[src/rtl/bwin_pkg.sv]
package bwin_pkg;

  // Class of a byte address as seen by the bridge
  typedef enum logic [2:0] {
    BK_RSVD = 3'd0,
    BK_DEV  = 3'd1,
    BK_BHI  = 3'd2,
    BK_BLO  = 3'd3,
    BK_WIN  = 3'd4
  } bkind_e;

endpackage

[src/rtl/bwin_decode.sv]
module bwin_decode
  import bwin_pkg::*;
#(
  parameter int AW       = 8,
  parameter int WIN_BASE = 128,
  parameter int DEV_ADDR = 125,
  parameter int BHI_ADDR = 126,
  parameter int BLO_ADDR = 127,
  parameter int IDX_W    = 6
) (
  input  logic [AW-1:0]    addr,
  output bkind_e           kind,
  output logic             odd,
  output logic [IDX_W-1:0] idx
);

  logic [AW-1:0] off;

  always_comb begin
    off = addr - AW'(WIN_BASE);
    idx = off[IDX_W:1];
    odd = addr[0];
    if (addr >= AW'(WIN_BASE))      kind = BK_WIN;
    else if (addr == AW'(DEV_ADDR)) kind = BK_DEV;
    else if (addr == AW'(BHI_ADDR)) kind = BK_BHI;
    else if (addr == AW'(BLO_ADDR)) kind = BK_BLO;
    else                            kind = BK_RSVD;
  end

endmodule

[src/rtl/bwin_ptr_regs.sv]
module bwin_ptr_regs
  import bwin_pkg::*;
#(
  parameter int DW      = 8,
  parameter int DEV2_EN = 0,
  localparam int RW     = 2 * DW
) (
  input  logic          clk,
  input  logic          rst_n,
  input  logic          wr_en,
  input  bkind_e        kind,
  input  logic [DW-1:0] wdata,
  output logic [DW-1:0] dev,
  output logic [RW-1:0] base,
  output logic          dev_ok,
  output logic [DW-1:0] rd_byte
);

  logic [DW-1:0] dev_q, dev_d;
  logic [DW-1:0] bhi_q, bhi_d;
  logic [DW-1:0] blo_q, blo_d;

  // next state
  always_comb begin
    dev_d = dev_q;
    bhi_d = bhi_q;
    blo_d = blo_q;
    if (wr_en) begin
      case (kind)
        BK_DEV:  dev_d = wdata;
        BK_BHI:  bhi_d = wdata;
        BK_BLO:  blo_d = wdata;
        default: ;
      endcase
    end
  end

  // state
  always_ff @(posedge clk or negedge rst_n) begin
    if (!rst_n) begin
      dev_q <= '0;
      bhi_q <= '0;
      blo_q <= '0;
    end else begin
      dev_q <= dev_d;
      bhi_q <= bhi_d;
      blo_q <= blo_d;
    end
  end

  // readback
  always_comb begin
    case (kind)
      BK_DEV:  rd_byte = dev_q;
      BK_BHI:  rd_byte = bhi_q;
      BK_BLO:  rd_byte = blo_q;
      default: rd_byte = '0;
    endcase
  end

  assign dev  = dev_q;
  assign base = {bhi_q, blo_q};

  generate
    if (DEV2_EN != 0) begin : g_dev_1to4
      assign dev_ok = (dev_q >= DW'(1)) && (dev_q <= DW'(4));
    end else begin : g_dev_134
      assign dev_ok = (dev_q == DW'(1)) || (dev_q == DW'(3)) || (dev_q == DW'(4));
    end
  endgenerate

  // a pointer write is visible on the outputs the next cycle
  a_r2_dev_written: assert property (@(posedge clk) disable iff (!rst_n)
    (wr_en && kind == BK_DEV) |=> (dev == $past(wdata)));
  a_r2_base_lo_written: assert property (@(posedge clk) disable iff (!rst_n)
    (wr_en && kind == BK_BLO) |=> (base[DW-1:0] == $past(wdata)));
  // reserved writes leave the pointers untouched
  a_r3_rsvd_no_change: assert property (@(posedge clk) disable iff (!rst_n)
    (kind == BK_RSVD) |=> ($stable(dev) && $stable(base)));

endmodule

[src/rtl/bwin_pair_ctrl.sv]
module bwin_pair_ctrl #(
  parameter int DW    = 8,
  parameter int IDX_W = 6,
  localparam int RW   = 2 * DW
) (
  input  logic             clk,
  input  logic             rst_n,
  input  logic             wr,
  input  logic             rd,
  input  logic             in_win,
  input  logic             odd,
  input  logic [IDX_W-1:0] idx,
  input  logic [RW-1:0]    base,
  input  logic             dev_ok,
  input  logic [DW-1:0]    wdata,
  input  logic [RW-1:0]    mgmt_rdata,
  input  logic             mgmt_hit,
  output logic [RW-1:0]    mgmt_addr,
  output logic [RW-1:0]    mgmt_wdata,
  output logic             mgmt_we,
  output logic             mgmt_re,
  output logic [DW-1:0]    win_byte
);

  logic [DW-1:0] stage_q, stage_d;
  logic [DW-1:0] low_q, low_d;
  logic          stage_en, fetch_en;
  logic          fetch_ok;

  assign stage_en = wr && in_win && !odd;
  assign fetch_en = rd && in_win && !odd;
  assign fetch_ok = dev_ok && mgmt_hit;

  // bus side
  always_comb begin
    mgmt_addr  = base + RW'(idx);
    mgmt_wdata = {stage_q, wdata};
    mgmt_we    = wr && in_win && odd && dev_ok;
    mgmt_re    = fetch_en && dev_ok;
  end

  // next state
  always_comb begin
    stage_d = stage_q;
    low_d   = low_q;
    if (stage_en) stage_d = wdata;
    if (fetch_en) low_d = fetch_ok ? mgmt_rdata[DW-1:0] : '0;
  end

  // state
  always_ff @(posedge clk or negedge rst_n) begin
    if (!rst_n) begin
      stage_q <= '0;
      low_q   <= '0;
    end else begin
      stage_q <= stage_d;
      low_q   <= low_d;
    end
  end

  // byte returned for a window read
  always_comb begin
    if (odd)           win_byte = low_q;
    else if (fetch_ok) win_byte = mgmt_rdata[RW-1:DW];
    else               win_byte = '0;
  end

  // the staged byte is carried as the upper half of the next pair write
  a_r5_stage_carry: assert property (@(posedge clk) disable iff (!rst_n)
    stage_en |=> (mgmt_wdata[RW-1:DW] == $past(wdata)));
  // odd reads never reach the bus
  a_r6_odd_no_bus: assert property (@(posedge clk) disable iff (!rst_n)
    (rd && in_win && odd) |-> !mgmt_re);
  // a miss leaves a zero lower half behind
  a_r7_miss_low_zero: assert property (@(posedge clk) disable iff (!rst_n)
    (fetch_en && !mgmt_hit) |=> (low_q == '0));

endmodule

[src/rtl/bwin_bridge.sv]
module bwin_bridge
  import bwin_pkg::*;
#(
  parameter int DEV2_EN  = 0,
  parameter int WIN_BASE = 128,
  parameter int DEV_ADDR = 125
) (
  input  logic        clk,
  input  logic        rst_n,
  input  logic [7:0]  byte_addr,
  input  logic [7:0]  byte_wdata,
  input  logic        byte_wr,
  input  logic        byte_rd,
  output logic [7:0]  byte_rdata,
  output logic [7:0]  mgmt_dev,
  output logic [15:0] mgmt_addr,
  output logic [15:0] mgmt_wdata,
  output logic        mgmt_we,
  output logic        mgmt_re,
  input  logic [15:0] mgmt_rdata,
  input  logic        mgmt_hit
);

  localparam int AW       = 8;
  localparam int DW       = 8;
  localparam int RW       = 2 * DW;
  localparam int WIN_REGS = ((1 << AW) - WIN_BASE) / 2;
  localparam int IDX_W    = $clog2(WIN_REGS);

  bkind_e           kind;
  logic             odd;
  logic [IDX_W-1:0] idx;
  logic             rd_fire;
  logic             in_win;
  logic [RW-1:0]    base;
  logic             dev_ok;
  logic [DW-1:0]    ptr_byte, win_byte;
  logic [DW-1:0]    rdata_q, rdata_d;

  // a write wins over a read in the same cycle
  assign rd_fire = byte_rd && !byte_wr;
  assign in_win  = (kind == BK_WIN);

  bwin_decode #(
    .AW(AW), .WIN_BASE(WIN_BASE), .DEV_ADDR(DEV_ADDR),
    .BHI_ADDR(DEV_ADDR + 1), .BLO_ADDR(DEV_ADDR + 2), .IDX_W(IDX_W)
  ) u_dec (
    .addr(byte_addr), .kind(kind), .odd(odd), .idx(idx)
  );

  bwin_ptr_regs #(.DW(DW), .DEV2_EN(DEV2_EN)) u_ptr (
    .clk(clk), .rst_n(rst_n), .wr_en(byte_wr), .kind(kind),
    .wdata(byte_wdata), .dev(mgmt_dev), .base(base),
    .dev_ok(dev_ok), .rd_byte(ptr_byte)
  );

  bwin_pair_ctrl #(.DW(DW), .IDX_W(IDX_W)) u_pair (
    .clk(clk), .rst_n(rst_n), .wr(byte_wr), .rd(rd_fire),
    .in_win(in_win), .odd(odd), .idx(idx), .base(base),
    .dev_ok(dev_ok), .wdata(byte_wdata), .mgmt_rdata(mgmt_rdata),
    .mgmt_hit(mgmt_hit), .mgmt_addr(mgmt_addr), .mgmt_wdata(mgmt_wdata),
    .mgmt_we(mgmt_we), .mgmt_re(mgmt_re), .win_byte(win_byte)
  );

  // next read data
  always_comb begin
    rdata_d = rdata_q;
    if (rd_fire) rdata_d = in_win ? win_byte : ptr_byte;
  end

  always_ff @(posedge clk or negedge rst_n) begin
    if (!rst_n) rdata_q <= '0;
    else        rdata_q <= rdata_d;
  end

  assign byte_rdata = rdata_q;

  // bus writes only come from odd window byte writes
  a_r5_we_on_odd: assert property (@(posedge clk) disable iff (!rst_n)
    mgmt_we |-> (byte_wr && byte_addr[0] && byte_addr >= AW'(WIN_BASE)));
  // never read and write the register space together
  a_r6_strobe_excl: assert property (@(posedge clk) disable iff (!rst_n)
    !(mgmt_we && mgmt_re));
  // unsupported device IDs 0 and above 4 keep the bus quiet
  a_r8_baddev_quiet: assert property (@(posedge clk) disable iff (!rst_n)
    (mgmt_dev == 8'd0 || mgmt_dev > 8'd4) |-> !(mgmt_we || mgmt_re));
  // reserved byte reads return zero
  a_r3_rsvd_zero: assert property (@(posedge clk) disable iff (!rst_n)
    (rd_fire && byte_addr < AW'(DEV_ADDR)) |=> (byte_rdata == '0));
  // read data changes only after an accepted read
  a_r9_rdata_hold: assert property (@(posedge clk) disable iff (!rst_n)
    !rd_fire |=> $stable(byte_rdata));

endmodule

[config.mk]
export PLATFORM = sky130hd
export DESIGN_NAME = bwin_bridge
export DESIGN_NICKNAME = d
export VERILOG_FILES = /design/src/rtl/bwin_pkg.sv /design/src/rtl/bwin_decode.sv /design/src/rtl/bwin_ptr_regs.sv /design/src/rtl/bwin_pair_ctrl.sv /design/src/rtl/bwin_bridge.sv
export SDC_FILE = /design/constraint.sdc
export NUM_CORES = 1
export LEC_CHECK = 0
export BUFFER_PORTS_ARGS = -buffer_cell sky130_fd_sc_hd__buf_2
export CORE_ASPECT_RATIO = 0.7
export CORE_MARGIN = 4
export CORE_UTILIZATION = 25
export CTS_CLUSTER_SIZE = 8
export DETAILED_ROUTE_END_ITERATION = 6
export GPL_ROUTABILITY_DRIVEN = 0
export PLACE_DENSITY_LB_ADDON = 0.25
export RECOVER_POWER = 25
export SLEW_MARGIN = 40
export SYNTH_ARGS = -nofsm -noshare
export SYNTH_HDL_FRONTEND = slang
export SYNTH_SLANG_ARGS = --single-unit
[constraint.sdc]
create_clock -name clk -period 3.7 [get_ports clk]
set_input_delay 0.74 -clock clk [delete_from_list [all_inputs] [get_ports clk]]
set_output_delay 0.74 -clock clk [all_outputs]
set_load 0.01 [all_outputs]
==> impl_results.md <==
* Initial core utilization at 0.261
* H-tree depth at 2
* Area leader, netlist: dfrtp_1
* Period utilization at 0.913
* Syn nets at 282
* Levels on crit path at 9
* Classification of the worst setup path: in -> out
* Max rail drop VDD at 0.168 mV
* Max-cap viol count at 1
* List of most frequent post-synthesis cells: 48 x dfrtp_1, 32 x mux2_2, 14 x a22o_1
* Worst r2r path cells at 4
* Count of cell types in the netlist at 53
* Post-synth EDFFs at 0
* Post-DP HPWL at 6.54 mm
* CP arrival at 2640 ps
* Cts bufs inserted at 5
* Layout cells sized above 1 at 0.430
* Die width at 133 um
* Clock-pin slew on the worst setup and hold paths at 60 ps
* Root buf cell: clkbuf_16
* Setup tns final at 0 ps
* Slowest Stage Delay on Critical Path at 630 ps
* Vias post-DR at 2227
* Main synth FF type: dfrtp_1
* Post-CTS Setup Bufs at 0
* Mapped Avg Cell Area at 11.5 um2
* First-pass GRT wire length at 13.0 mm
* #FFs+latches synth at 48
* Skew final at 4.72 ps
* Core area at 10500 um2
* Min Tclk post-route at 3380 ps
* Post-route DRC at 0
* Asr flop ratio synth at 1.00
* DP Area at 3250 um2
* IO Port Bufs at 86
* Failing checks: max-capacitance violations, max-slew violations
* Clock sinks at 48
* Critical path endpoint category: primary output
* Slowest-stage cell, CP: or4b_2
* Area Overhead vs Synth at 23.7%
* Share of the synthesized area in the top cell type at 0.438
* Slew HR at -0.0663
* R2r setup slk at 1460 ps
* Ranking of synthesized cells by area: dfrtp_1 44%, mux2_2 13%, a22o_1 4.5%
* RR Endpoint: byte_rdata[3]
* Pin count of the biggest net entering global routing at 31
* Hold_buf cts at 0
* Total Routed Length at 8.30 mm
* Die area at 12700 um2
* CP Launch Type: primary input
* Yosys warning count at 0
* Avg WL per Cell at 17.9 um
* RSZ-0062 raised after global routing: false
* Mapped Area at 2740 um2
* Worst-path fanout max at 8
* Ports at 87
* Status: complete, but fails checks
* Fin. max-slew vios at 31
* Seq/Total Area, Yosys at 0.438
* Final hold vios at 0
* Worst setup startpoint: byte_addr[1]
* Via/cell ratio at 4.80
* Die Span Y at 95.6 um
* Worst path cell trace: buf_2 -> ha_1 -> inv_1 -> fa_1 -> nor2b_1 -> o31a_1 -> or4b_2 -> nand3_1 -> buf_2
* CP bufs+invs at 3
* Final nets at 360
* Worst-skew pair later-pin latency at 290 ps
* CP endpoint: mgmt_addr[8]
* Max Buffers Root-to-Sink at 2
* Most numerous cell in the Yosys netlist: dfrtp_1
* Gr usage total at 0.132
* Lkg Pwr at 1.71 nW
* Worst path most repeated cell: buf_2
* Final Cell Area at 3390 um2
* Vias in the first global route at 2341
* PwrDens at 363 nW/um2
* Cell count after synthesis at 238
* Post-DRT Antenna Nets at 0
* # rows at 31
* # setup viols final at 0
* Required time worst endpoint at 2960 ps
* CTS tree: built
* Worst hold path class: reg -> reg
* Diodes inserted at 0
* Delay-heaviest family, CP: simple AND/OR/NAND/NOR gates
* Max Freq at 0.296 GHz
* Cts repair resizes at 0
* RR Startpoint: u_ptr.dev[4]
* Pre-Repair DR Iteration Count at 4
* Slew @ Worst Pin at 1600 ps
* Gr ovfl total at 0
* DR iter-0 viols at 83
* Initial antenna violation count at 0
[worst register-to-register path: stages (launching register included)]
cell and delay [ps]:
dfrtp_1 440, or4_4 590, a2111oi_4 310, and2_1 590
a221o_2 270
[stage by stage]
stage               total power, W  hold WS [ps]   util  instances  setup slack (ps)
floorplan                 0.000677           444      -        238               669
global placement          0.000766           483  0.309        457               355
detailed placement        0.000768           488  0.309        457               335
CTS                        0.00125           416  0.323        464               332
global route               0.00129           519  0.323        464               195
finish                     0.00123           507  0.323        464               321
[cell families after synthesis]
| kind of cell | Yosys count | share of synthesized area |
|---|---|---|
| muxes | 37 | 0.150 |
| xor gates and xnor gates | 10 | 0.0319 |
| adders and majority gates | 7 | 0.0347 |
| AOI/OAI and AO/OA | 57 | 0.171 |
| DFF | 48 | 0.438 |
| and+or+nand+nor | 52 | 0.115 |
| buffers and inverters | 27 | 0.0602 |
[state kept, by name, indices dropped and copies added (netlist names)]
signal,flops
u_ptr.dev,8
u_ptr.bhi_q,8
u_pair.low_q,8
u_ptr.blo_q,8
u_pair.stage_q,8
byte_rdata,8
[cell usage in the layout, fill, tap and decap left out, types with 3 or more instances in the layout]
cell type / Yosys / routed
dfrtp_1: 48 / 48
and2_1: 3 / 3
ha_1: 6 / 6
nand2_1: 5 / 5
a21o_1: 4 / 4
mux2_2: 32 / 32
a21oi_1: 4 / 4
o21ai_0: 8 / 8
a22o_1: 14 / 14
and4b_1: 3 / 3
a22oi_1: 4 / 4
nand3_1: 10 / 10
nor2b_1: 3 / 3
xnor2_1: 10 / 10
inv_1: 10 / 10
o211ai_1: 4 / 4
a221o_1: 3 / 3
nor3_1: 6 / 6
mux2i_1: 5 / 5
a221o_2: 4 / 4
nor2_1: 5 / 5
buf_2: 2 / 85
clkbuf_16: 0 / 5
[routing by layer]
| metal | track usage | vias up | wire (um) | share of wire |
|---|---|---|---|---|
| met1 | 0.195 | 1100 | 4200 | 0.51 |
| li1 | - | 1051 | - | - |
| met3 | 0.0411 | 4 | 554 | 0.067 |
| met5 | 0 | - | 0 | 0 |
| met2 | 0.193 | 72 | 3490 | 0.42 |
| met4 | 0.0180 | 0 | 52 | 0.0063 |
[area by class of cell]
type	count	area, um2
multi-input combinational	163	1380
clock buffer	7	153
inverter	10	37.5
tap	148	185
timing repair buffer	88	440
fill	1104	7120
sequential	48	1200
[power by group]
part           switching [W]  internal [W]
sequential         0.0000230      0.000554
clock               0.000192      0.000284
combinational      0.0000982     0.0000805
[worst min-delay path by stage]
stage / cells past startpoint / slack, ps / startpoint / endpoint
floorplan: 0 / 440 / rst_n / byte_rdata[0]
global placement: 1 / 480 / u_pair.stage_q[1] / u_pair.stage_q[1]
detailed placement: 1 / 490 / u_pair.stage_q[4] / u_pair.stage_q[4]
CTS: 1 / 420 / rst_n / u_pair.stage_q[1]
global route: 1 / 520 / u_pair.stage_q[2] / u_pair.stage_q[2]
finish: 1 / 510 / u_pair.stage_q[0] / u_pair.stage_q[0]
Power figures use the tool's default switching activity.
